File: src/rtl/bxpix_pkg.sv
package bxpix_pkg;

  // Identifier that a pixel's read-only word holds.
  function automatic logic [31:0] pix_ident(input int unsigned base, input int unsigned idx);
    return 32'(base + idx);
  endfunction

  // One-hot select of the lowest empty slot (0 when all are full).
  function automatic logic [31:0] first_free_sel(input logic [31:0] valid, input int unsigned n);
    for (int unsigned i = 0; i < n; i++)
      if (!valid[i]) return 32'(1) << i;
    return '0;
  endfunction

  // Readout cycles spent on a pixel holding nrec records.
  function automatic int unsigned step_cost(input int unsigned nrec);
    return (nrec == 0) ? 1 : nrec;
  endfunction

endpackage

File: src/rtl/bxpix_cell.sv
module bxpix_cell
  import bxpix_pkg::*;
#(
  parameter int TS_W  = 12,
  parameter int NSLOT = 2
) (
  input  logic                        clk,
  input  logic                        rst_n,
  input  logic                        clr,
  input  logic                        rec_en,
  input  logic                        hit,
  input  logic [TS_W-1:0]             ts_in,
  output logic [NSLOT-1:0]            valid,
  output logic [NSLOT-1:0][TS_W-1:0]  ts,
  output logic                        ovf,
  output logic                        wr_ev
);
  logic [31:0]      sel_w;
  logic [NSLOT-1:0] sel;
  logic             ovf_ev;

  assign sel_w  = first_free_sel(32'(valid), NSLOT);
  assign sel    = sel_w[NSLOT-1:0];
  assign wr_ev  = rec_en & hit & (|sel);
  assign ovf_ev = rec_en & hit & ~(|sel);

  always_ff @(posedge clk) begin
    if (!rst_n || clr) begin
      valid <= '0;
      ts    <= '0;
      ovf   <= 1'b0;
    end else begin
      if (wr_ev) begin
        for (int s = 0; s < NSLOT; s++) begin
          if (sel[s]) begin
            valid[s] <= 1'b1;
            ts[s]    <= ts_in;
          end
        end
      end
      if (ovf_ev) ovf <= 1'b1;
    end
  end
endmodule

File: src/rtl/bxpix_token.sv
module bxpix_token #(
  parameter int NPIX  = 16,
  parameter int NSLOT = 2,
  localparam int SL_W = (NSLOT > 1) ? $clog2(NSLOT) : 1
) (
  input  logic             clk,
  input  logic             rst_n,
  input  logic             clr,
  input  logic             load,
  input  logic [NSLOT-1:0] cur_valid,
  output logic [NPIX-1:0]  tok,
  output logic [SL_W-1:0]  slot,
  output logic             active,
  output logic             done,
  output logic             emit,
  output logic             pix_last
);
  logic [NSLOT:0] vext;
  logic [SL_W:0]  nxt;
  logic           leave;

  assign vext     = {1'b0, cur_valid};
  assign nxt      = {1'b0, slot} + 1'b1;
  assign emit     = active & cur_valid[slot];
  assign pix_last = active & (~cur_valid[slot] | ~vext[nxt]);
  assign leave    = pix_last & tok[NPIX-1];

  always_ff @(posedge clk) begin
    if (!rst_n || clr) begin
      tok    <= '0;
      slot   <= '0;
      active <= 1'b0;
      done   <= 1'b0;
    end else if (load) begin
      tok    <= NPIX'(1);
      slot   <= '0;
      active <= 1'b1;
      done   <= 1'b0;
    end else if (active) begin
      if (pix_last) begin
        slot <= '0;
        tok  <= tok << 1;
        if (leave) begin
          active <= 1'b0;
          done   <= 1'b1;
        end
      end else begin
        slot <= slot + 1'b1;
      end
    end
  end
endmodule

File: src/rtl/bxpix_emit.sv
module bxpix_emit #(
  parameter int ID_W = 8,
  parameter int TS_W = 12
) (
  input  logic            clk,
  input  logic            rst_n,
  input  logic            clr,
  input  logic            emit,
  input  logic [ID_W-1:0] id,
  input  logic [TS_W-1:0] ts,
  input  logic            ovf_last,
  output logic            o_valid,
  output logic [ID_W-1:0] o_id,
  output logic [TS_W-1:0] o_ts,
  output logic            o_ovf
);
  always_ff @(posedge clk) begin
    if (!rst_n || clr) begin
      o_valid <= 1'b0;
      o_id    <= '0;
      o_ts    <= '0;
      o_ovf   <= 1'b0;
    end else begin
      o_valid <= emit;
      o_ovf   <= emit & ovf_last;
      if (emit) begin
        o_id <= id;
        o_ts <= ts;
      end
    end
  end
endmodule

File: src/rtl/bxpix_readout.sv
module bxpix_readout
  import bxpix_pkg::*;
#(
  parameter int NPIX    = 16,
  parameter int NSLOT   = 2,
  parameter int TS_W    = 12,
  parameter int ID_W    = 8,
  parameter int ID_BASE = 32
) (
  input  logic            clk,
  input  logic            rst_n,
  input  logic            train_start,
  input  logic            train_end,
  input  logic [TS_W-1:0] bx,
  input  logic [NPIX-1:0] comp,
  output logic            hs_valid,
  output logic [ID_W-1:0] hs_pix,
  output logic [TS_W-1:0] hs_bx,
  output logic            hs_ovf,
  output logic            rd_done
);
  localparam int PIX_W = (NPIX > 1) ? $clog2(NPIX) : 1;
  localparam int SL_W  = (NSLOT > 1) ? $clog2(NSLOT) : 1;

  logic                                  in_train;
  logic                                  rec_en;
  logic                                  rd_load;
  logic [NPIX-1:0][NSLOT-1:0]            pv;
  logic [NPIX-1:0][NSLOT-1:0][TS_W-1:0]  pts;
  logic [NPIX-1:0]                       povf;
  logic [NPIX-1:0]                       wr_ev;
  logic                                  wr_any;
  logic [NPIX-1:0]                       tok;
  logic [SL_W-1:0]                       slot;
  logic                                  tok_active;
  logic                                  emit;
  logic                                  pix_last;
  logic [PIX_W-1:0]                      cur_pix;
  logic [ID_W-1:0]                       cur_id;

  // Train window
  assign rec_en  = in_train & ~train_start & ~train_end;
  assign rd_load = in_train & train_end & ~train_start;

  always_ff @(posedge clk) begin
    if (!rst_n)           in_train <= 1'b0;
    else if (train_start) in_train <= 1'b1;
    else if (train_end)   in_train <= 1'b0;
  end

  // Per-pixel buffers
  for (genvar g = 0; g < NPIX; g++) begin : g_pix
    bxpix_cell #(.TS_W(TS_W), .NSLOT(NSLOT)) u_cell (
      .clk(clk), .rst_n(rst_n), .clr(train_start), .rec_en(rec_en),
      .hit(comp[g]), .ts_in(bx), .valid(pv[g]), .ts(pts[g]),
      .ovf(povf[g]), .wr_ev(wr_ev[g])
    );
  end
  assign wr_any = |wr_ev;

  // Token holder index
  always_comb begin
    cur_pix = '0;
    for (int p = 0; p < NPIX; p++)
      if (tok[p]) cur_pix = PIX_W'(p);
  end
  assign cur_id = ID_W'(pix_ident(ID_BASE, 32'(cur_pix)));

  bxpix_token #(.NPIX(NPIX), .NSLOT(NSLOT)) u_tok (
    .clk(clk), .rst_n(rst_n), .clr(train_start), .load(rd_load),
    .cur_valid(pv[cur_pix]), .tok(tok), .slot(slot), .active(tok_active),
    .done(rd_done), .emit(emit), .pix_last(pix_last)
  );

  bxpix_emit #(.ID_W(ID_W), .TS_W(TS_W)) u_out (
    .clk(clk), .rst_n(rst_n), .clr(train_start), .emit(emit),
    .id(cur_id), .ts(pts[cur_pix][slot]), .ovf_last(povf[cur_pix] & pix_last),
    .o_valid(hs_valid), .o_id(hs_pix), .o_ts(hs_bx), .o_ovf(hs_ovf)
  );
endmodule

File: config.mk
export PLATFORM = sky130hd
export DESIGN_NAME = bxpix_readout
export DESIGN_NICKNAME = d
export VERILOG_FILES = /design/src/rtl/bxpix_pkg.sv /design/src/rtl/bxpix_cell.sv /design/src/rtl/bxpix_token.sv /design/src/rtl/bxpix_emit.sv /design/src/rtl/bxpix_readout.sv
export SDC_FILE = /design/constraint.sdc
export NUM_CORES = 1
export LEC_CHECK = 0
export BUFFER_PORTS_ARGS = -buffer_cell sky130_fd_sc_hd__buf_2
export CORE_MARGIN = 3
export CORE_UTILIZATION = 55
export CTS_BUF_LIST = sky130_fd_sc_hd__clkbuf_4
export DETAILED_ROUTE_END_ITERATION = 10
export PLACE_DENSITY_LB_ADDON = 0.1
export SLEW_MARGIN = 20
export SYNTH_ARGS = -nofsm -noshare
export SYNTH_HDL_FRONTEND = slang
export SYNTH_HIERARCHICAL = 1
export SYNTH_SLANG_ARGS = --single-unit
File: constraint.sdc
create_clock -name clk -period 11.03 [get_ports clk]
set_clock_uncertainty 0.15 [all_clocks]
set_input_delay 2.206 -clock clk [delete_from_list [all_inputs] [get_ports clk]]
set_output_delay 2.206 -clock clk [all_outputs]
set_load 0.005 [all_outputs]
# [Yosys cells after proc, flatten, opt, wreduce, memory -nomap -nowiden]
# Index checks and enable logic that the tools add are counted.
[totals] output_inout_bits=23 regBits=474 elab_cells=380 in_bits=32
[op_classes] n_reduce_logical=57 n_lt_le_gt_ge=3 n_mux=149 bitwise_logic=78 add_sub_neg=3
[ops] op="$mux W2" n=66
[ops] op="$bmux W24 S4" n=1
[ops] op="$reduce_and A2 Y1" n=34
[ops] op="$mux W1" n=63
[ops] op="$and A1 B1 Y1" n=57
[ops] op="$mux W4" n=13
[ops] op="$reduce_or A2 Y1" n=17
[ops] op="$mux W12" n=2
[ops] op="$mux W24" n=1
[ops] op="$not A1 Y1" n=20
[ops] op="$bmux W2 S4" n=1
[ops] op="$add A6 B4 Y7 const A" n=1
[ops] op="$reduce_bool A2 Y1" n=3
[ops] op="$lt A4 B5 Y1 const B" n=1
[ops] op="$bmux W1 S4" n=1
[ops] op="$lt A2 B3 Y1 const B" n=1
[ops] op="$reduce_and A3 Y1" n=1
[ops] op="$add A1 B1 Y2 const B" n=1
[ops] op="$bmux W1 S2" n=1
[ops] op="$lt A1 B2 Y1 const B" n=1
[ops] op="$add A1 B1 Y1 const B" n=1
[ops] op="$logic_not A1 Y1" n=1
[ops] op="$logic_or A1 B1 Y1" n=1
[ops] op="$or A1 B1 Y1" n=1

# [Logic depth before layout (Yosys ltp)]
[depth] word_depth=27 ltp_mapped=21 depth_no_buf=16

# [Cells and area by module]
# The synthesis kept the hierarchy.
[modules_own_cells] module="bxpix_cell" n_inst=16 area_each_um2=1201.2 seq_area_each_um2=540.5 cells_each=110
[modules_own_cells] module="bxpix_readout" n_inst=1 area_each_um2=3768.6 seq_area_each_um2=20.0 cells_each=593
[modules_own_cells] module="bxpix_emit" n_inst=1 area_each_um2=804.5 seq_area_each_um2=440.4 cells_each=72
[modules_own_cells] module="bxpix_token" n_inst=1 area_each_um2=730.7 seq_area_each_um2=380.4 cells_each=69

# [Worst setup path before layout]
# OpenSTA, ideal clock, no wires.
[synth_path] kind="input -> register" from="in train_start" to="reg g_pix[0].u_cell/ts[19] (netlist name)" t_arrival_ns=9.619 t_required_ns=10.788 path_stages=3 setup_slack_ns=1.169 n_path_buf=0 setup_time_ns=0.092 path_cell_list="nor3b_1 -> nand4b_2 -> mux2i_1"
[synth_via] elab_chain_cells=6 elab_cells_between_ends=7 classes_between="bitwise (5); reduce/logical (2)"
[synth_lines] item="start, declared" line_no="bxpix_readout.sv:12" rtl="input logic train_start,"
[synth_lines] item="$not A1 Y1" line_no="bxpix_readout.sv:42" rtl="assign rec_en = in_train & ~train_start & ~train_end;"
[synth_lines] item="$and A1 B1 Y1 (2 in a row)" line_no="bxpix_readout.sv:42"
[synth_lines] item="$and A1 B1 Y1 (2 in a row)" line_no="bxpix_cell.sv:24" rtl="assign wr_ev = rec_en & hit & (|sel);"
[synth_lines] item="$reduce_and A2 Y1 (no source line)"
[synth_lines] item="end signal, assigned by index" line_no="bxpix_cell.sv:37" rtl="ts[s] <= ts_in;"
[synth_lines] item="end, declared" line_no="bxpix_cell.sv:14" rtl="output logic [NSLOT-1:0][TS_W-1:0] ts,"
# Parallel ways exist; a longest one is shown, timed or not.
# A chain may end at the register's enable or synchronous reset.

# [Final worst setup path]
[layout_path] from="reg u_tok.tok[2]" to="reg u_out.o_ts[2]"
[layout_via] elab_chain_cells=19 elab_cells_between_ends=23 classes_between="mux (22); bitwise (1)"
[layout_lines] item="start, declared" line_no="bxpix_token.sv:11" rtl="output logic [NPIX-1:0] tok,"
[layout_lines] item="start signal, assigned" line_no="bxpix_token.sv:42" rtl="tok <= tok << 1;"
[layout_lines] item="$mux W2" line_no="bxpix_readout.sv:65" rtl="if (tok[p]) cur_pix = PIX_W'(p);"
[layout_lines] item="$mux W4 (13 in a row)" line_no="bxpix_readout.sv:65"
[layout_lines] item="$bmux W2 S4" line_no="bxpix_readout.sv:71" rtl=".cur_valid(pv[cur_pix]), .tok(tok), .slot(slot), .active(tok_active),"
[layout_lines] item="$mux W2 (implied by the code)" line_no="bxpix_readout.sv:71"
[layout_lines] item="$mux W1 (implied by the code) (2 in a row)" line_no="bxpix_token.sv:24" rtl="assign emit = active & cur_valid[slot];"
[layout_lines] item="$and A1 B1 Y1" line_no="bxpix_token.sv:24"
[layout_lines] item="via emit" line_no="bxpix_readout.sv:36" rtl="logic emit;"
[layout_lines] item="end signal, assigned" line_no="bxpix_emit.sv:28" rtl="o_ts <= ts;"
[layout_lines] item="end, declared" line_no="bxpix_emit.sv:14" rtl="output logic [TS_W-1:0] o_ts,"
# The timed path passes the listed nets, and every way through them passes these cells. The select of a mux whose other input is x is not followed.

==> results.json <==
{
  "clock-root-buffer": "clkbuf_4",
  "cap_viol_max_count": 0,
  "cts_hold_buf": 0,
  "rsz0062_at_grt": "false",
  "worst_pin_slew_ns": 1.10,
  "relSlewSlack": 0.269,
  "num_rows": 76,
  "area_growth_syn_to_layout_pct": 6.26,
  "finalCriticalPeriod_ns": 5.32,
  "postCtsSetupRepairBufs": 0,
  "required_ns": 11.67,
  "end_kind": "register",
  "p_leak_nw": 10.6,
  "drv_slew": 0,
  "vias_per_cell": 6.29,
  "drc": 0,
  "setup_viol": 0,
  "arrival_ns": 5.96,
  "worst-path-buf-inv": 4,
  "power_frac_comb": 0.053,
  "drive_above_1_share": 0.126,
  "dpl-instance-area_sq_um": 24300,
  "internal_power_mw": 2.60,
  "setup_tns_ns": 0,
  "final_area_sq_um": 25900,
  "cp-start-kind": "register",
  "clk_latency_ns": 0.97,
  "dr.pass1.iters": 6,
  "swShare": 0.252,
  "cts_max_level": 4,
  "critPathMaxFanout": 94,
  "start_util": 0.561,
  "die_h_microns": 217,
  "place.gp.congestion": 0.917,
  "yosys_warnings": 6,
  "post-route-util": 0.596,
  "clock_sink_count": 474,
  "post_cts_resize_count": 0,
  "critical-path-slowest-cell": "nor2b_4",
  "drt_iter0_markers": 1813,
  "pwr-share-seq": 0.495,
  "wl_microns": 74400,
  "grt_overflow": 0,
  "antenna_found_initial": 3,
  "cts-buffers-inserted": 131,
  "power_density_nw_per_um2": 134,
  "critPathTopFamily": "simple AND/OR/NAND/NOR gates",
  "clockPowerShare": 0.453,
  "chipWidth_microns": 217,
  "irDropWorstVdd_mv": 0.110,
  "num_vias": 19700,
  "ant_nets": 0,
  "final_common_cell": "nand3b_1",
  "max_stage_delay_ns": 0.82,
  "path_clk_slew_ns": 0.07,
  "final_hold_viol_count": 0,
  "grt_usage": 0.313,
  "core_area_sq_um": 43500,
  "status": "finished clean",
  "port_buffers": 54,
  "fin_cells": 3137,
  "fin_crit_sh": 0.482,
  "p_switching_mw": 0.877,
  "min_path_type": "register to register",
  "clk_path_buf_depth": 3,
  "grt_max_degree": 156,
  "syn-instance-count": 2462,
  "io_pins": 55,
  "hold_ws_ns": 0.329,
  "syn-cell-area_sq_um": 24400,
  "dp_cells": 2911,
  "cp_cell_sequence": "nand2b_1 > a221oi_1 > o22ai_4 > o21ba_4 > buf_12 > inv_2 > buf_4 > buf_4 > nand2_1 > nand2_1 > a32oi_1 > nand4_1 > mux2i_1 > nor2b_4 > mux2i_1 > nor2_1",
  "critical_path_class": "register to register",
  "tritoncts": "done",
  "fmax_ghz": 0.188,
  "nets": 2492,
  "layout_common_cells": "592 x nand3b_1, 540 x mux2i_1, 473 x dfxtp_1, 201 x clkbuf_4, 167 x nand2_1",
  "grt_pass1_wl_microns": 114000,
  "hpwlAfterDp_microns": 47400,
  "grt_pass1_vias": 19200,
  "syn_area_per_cell_sq_um": 9.90,
  "post_drt_wl_per_cell_microns": 23.7,
  "die_area_sq_um": 46900
}
final timing paths:
check | cells past startpoint | endpoint | slack, ns | start
min reg2reg | 2 | u_tok/tok[0]$_SDFFE_PP0P_ | 0.33 | u_tok/tok[0]$_SDFFE_PP0P_
min | 2 | u_tok/tok[0]$_SDFFE_PP0P_ | 0.33 | u_tok/tok[0]$_SDFFE_PP0P_
max reg2reg | 16 | u_out/o_ts[2]$_SDFFE_PP0P_ | 5.71 | u_tok/tok[2]$_SDFFE_PP0P_
max | 16 | u_out/o_ts[2]$_SDFFE_PP0P_ | 5.71 | u_tok/tok[2]$_SDFFE_PP0P_
registers in the layout, summed over array words and instances, names as in the netlist:
| name | flops |
|---|---|
| g_pix.u_cell/ovf | 16 |
| g_pix.u_cell/ts | 384 |
| g_pix.u_cell/valid | 32 |
| in_train | 1 |
| u_out/o_id | 8 |
| u_out/o_ovf | 1 |
| u_out/o_ts | 12 |
| u_out/o_valid | 1 |
| u_tok/active | 1 |
| u_tok/done | 1 |
| u_tok/slot | 1 |
| u_tok/tok | 16 |
area by class of cell:
cell class              count  area, sq um
repair buffers             83          548
clock inverters            20         75.1
flip-flops and latches    474         9490
well taps                 585          732
fillers                  3750        17500
diodes                      4         10.0
clock buffers             201         1510
multi-input cells        1745        13500
inverters                  25         93.8
through the flow:
stage	setup WS, ns	power, mW
floorplan	2.10	1.88
global placement	5.83	1.93
detailed placement	5.66	1.94
CTS	5.80	3.51
global route	5.47	3.63
finish	5.71	3.48
worst reg2reg max path, cell delays in order, from the launching register on:
cell	delay, ns
dfxtp_1	0.32
nand2b_1	0.14
a221oi_1	0.51
o22ai_4	0.15
o21ba_4	0.41
buf_12	0.34
inv_2	0.22
buf_4	0.45
buf_4	0.55
nand2_1	0.18
nand2_1	0.10
a32oi_1	0.12
nand4_1	0.21
mux2i_1	0.14
nor2b_4	0.82
mux2i_1	0.28
nor2_1	0.06
power by group through the flow:
stage               sequential, mW  combinational, mW  clock (mW)
detailed placement            1.76              0.179           0
CTS                           1.72              0.179        1.61
global route                  1.72              0.195        1.72
global placement              1.76              0.175           0
finish                        1.72              0.183        1.57
floorplan                     1.76              0.127           0
metal layers:
metal / track usage / wire length, microns / vias to the layer above
met5: 0 / 11 / -
met4: 0.169 / 3790 / 2
met2: 0.482 / 33700 / 747
met3: 0.0667 / 4800 / 182
met1: 0.411 / 32100 / 9726
li1: - / - / 9078
Note: power is estimated with default switching activity, not from simulation.
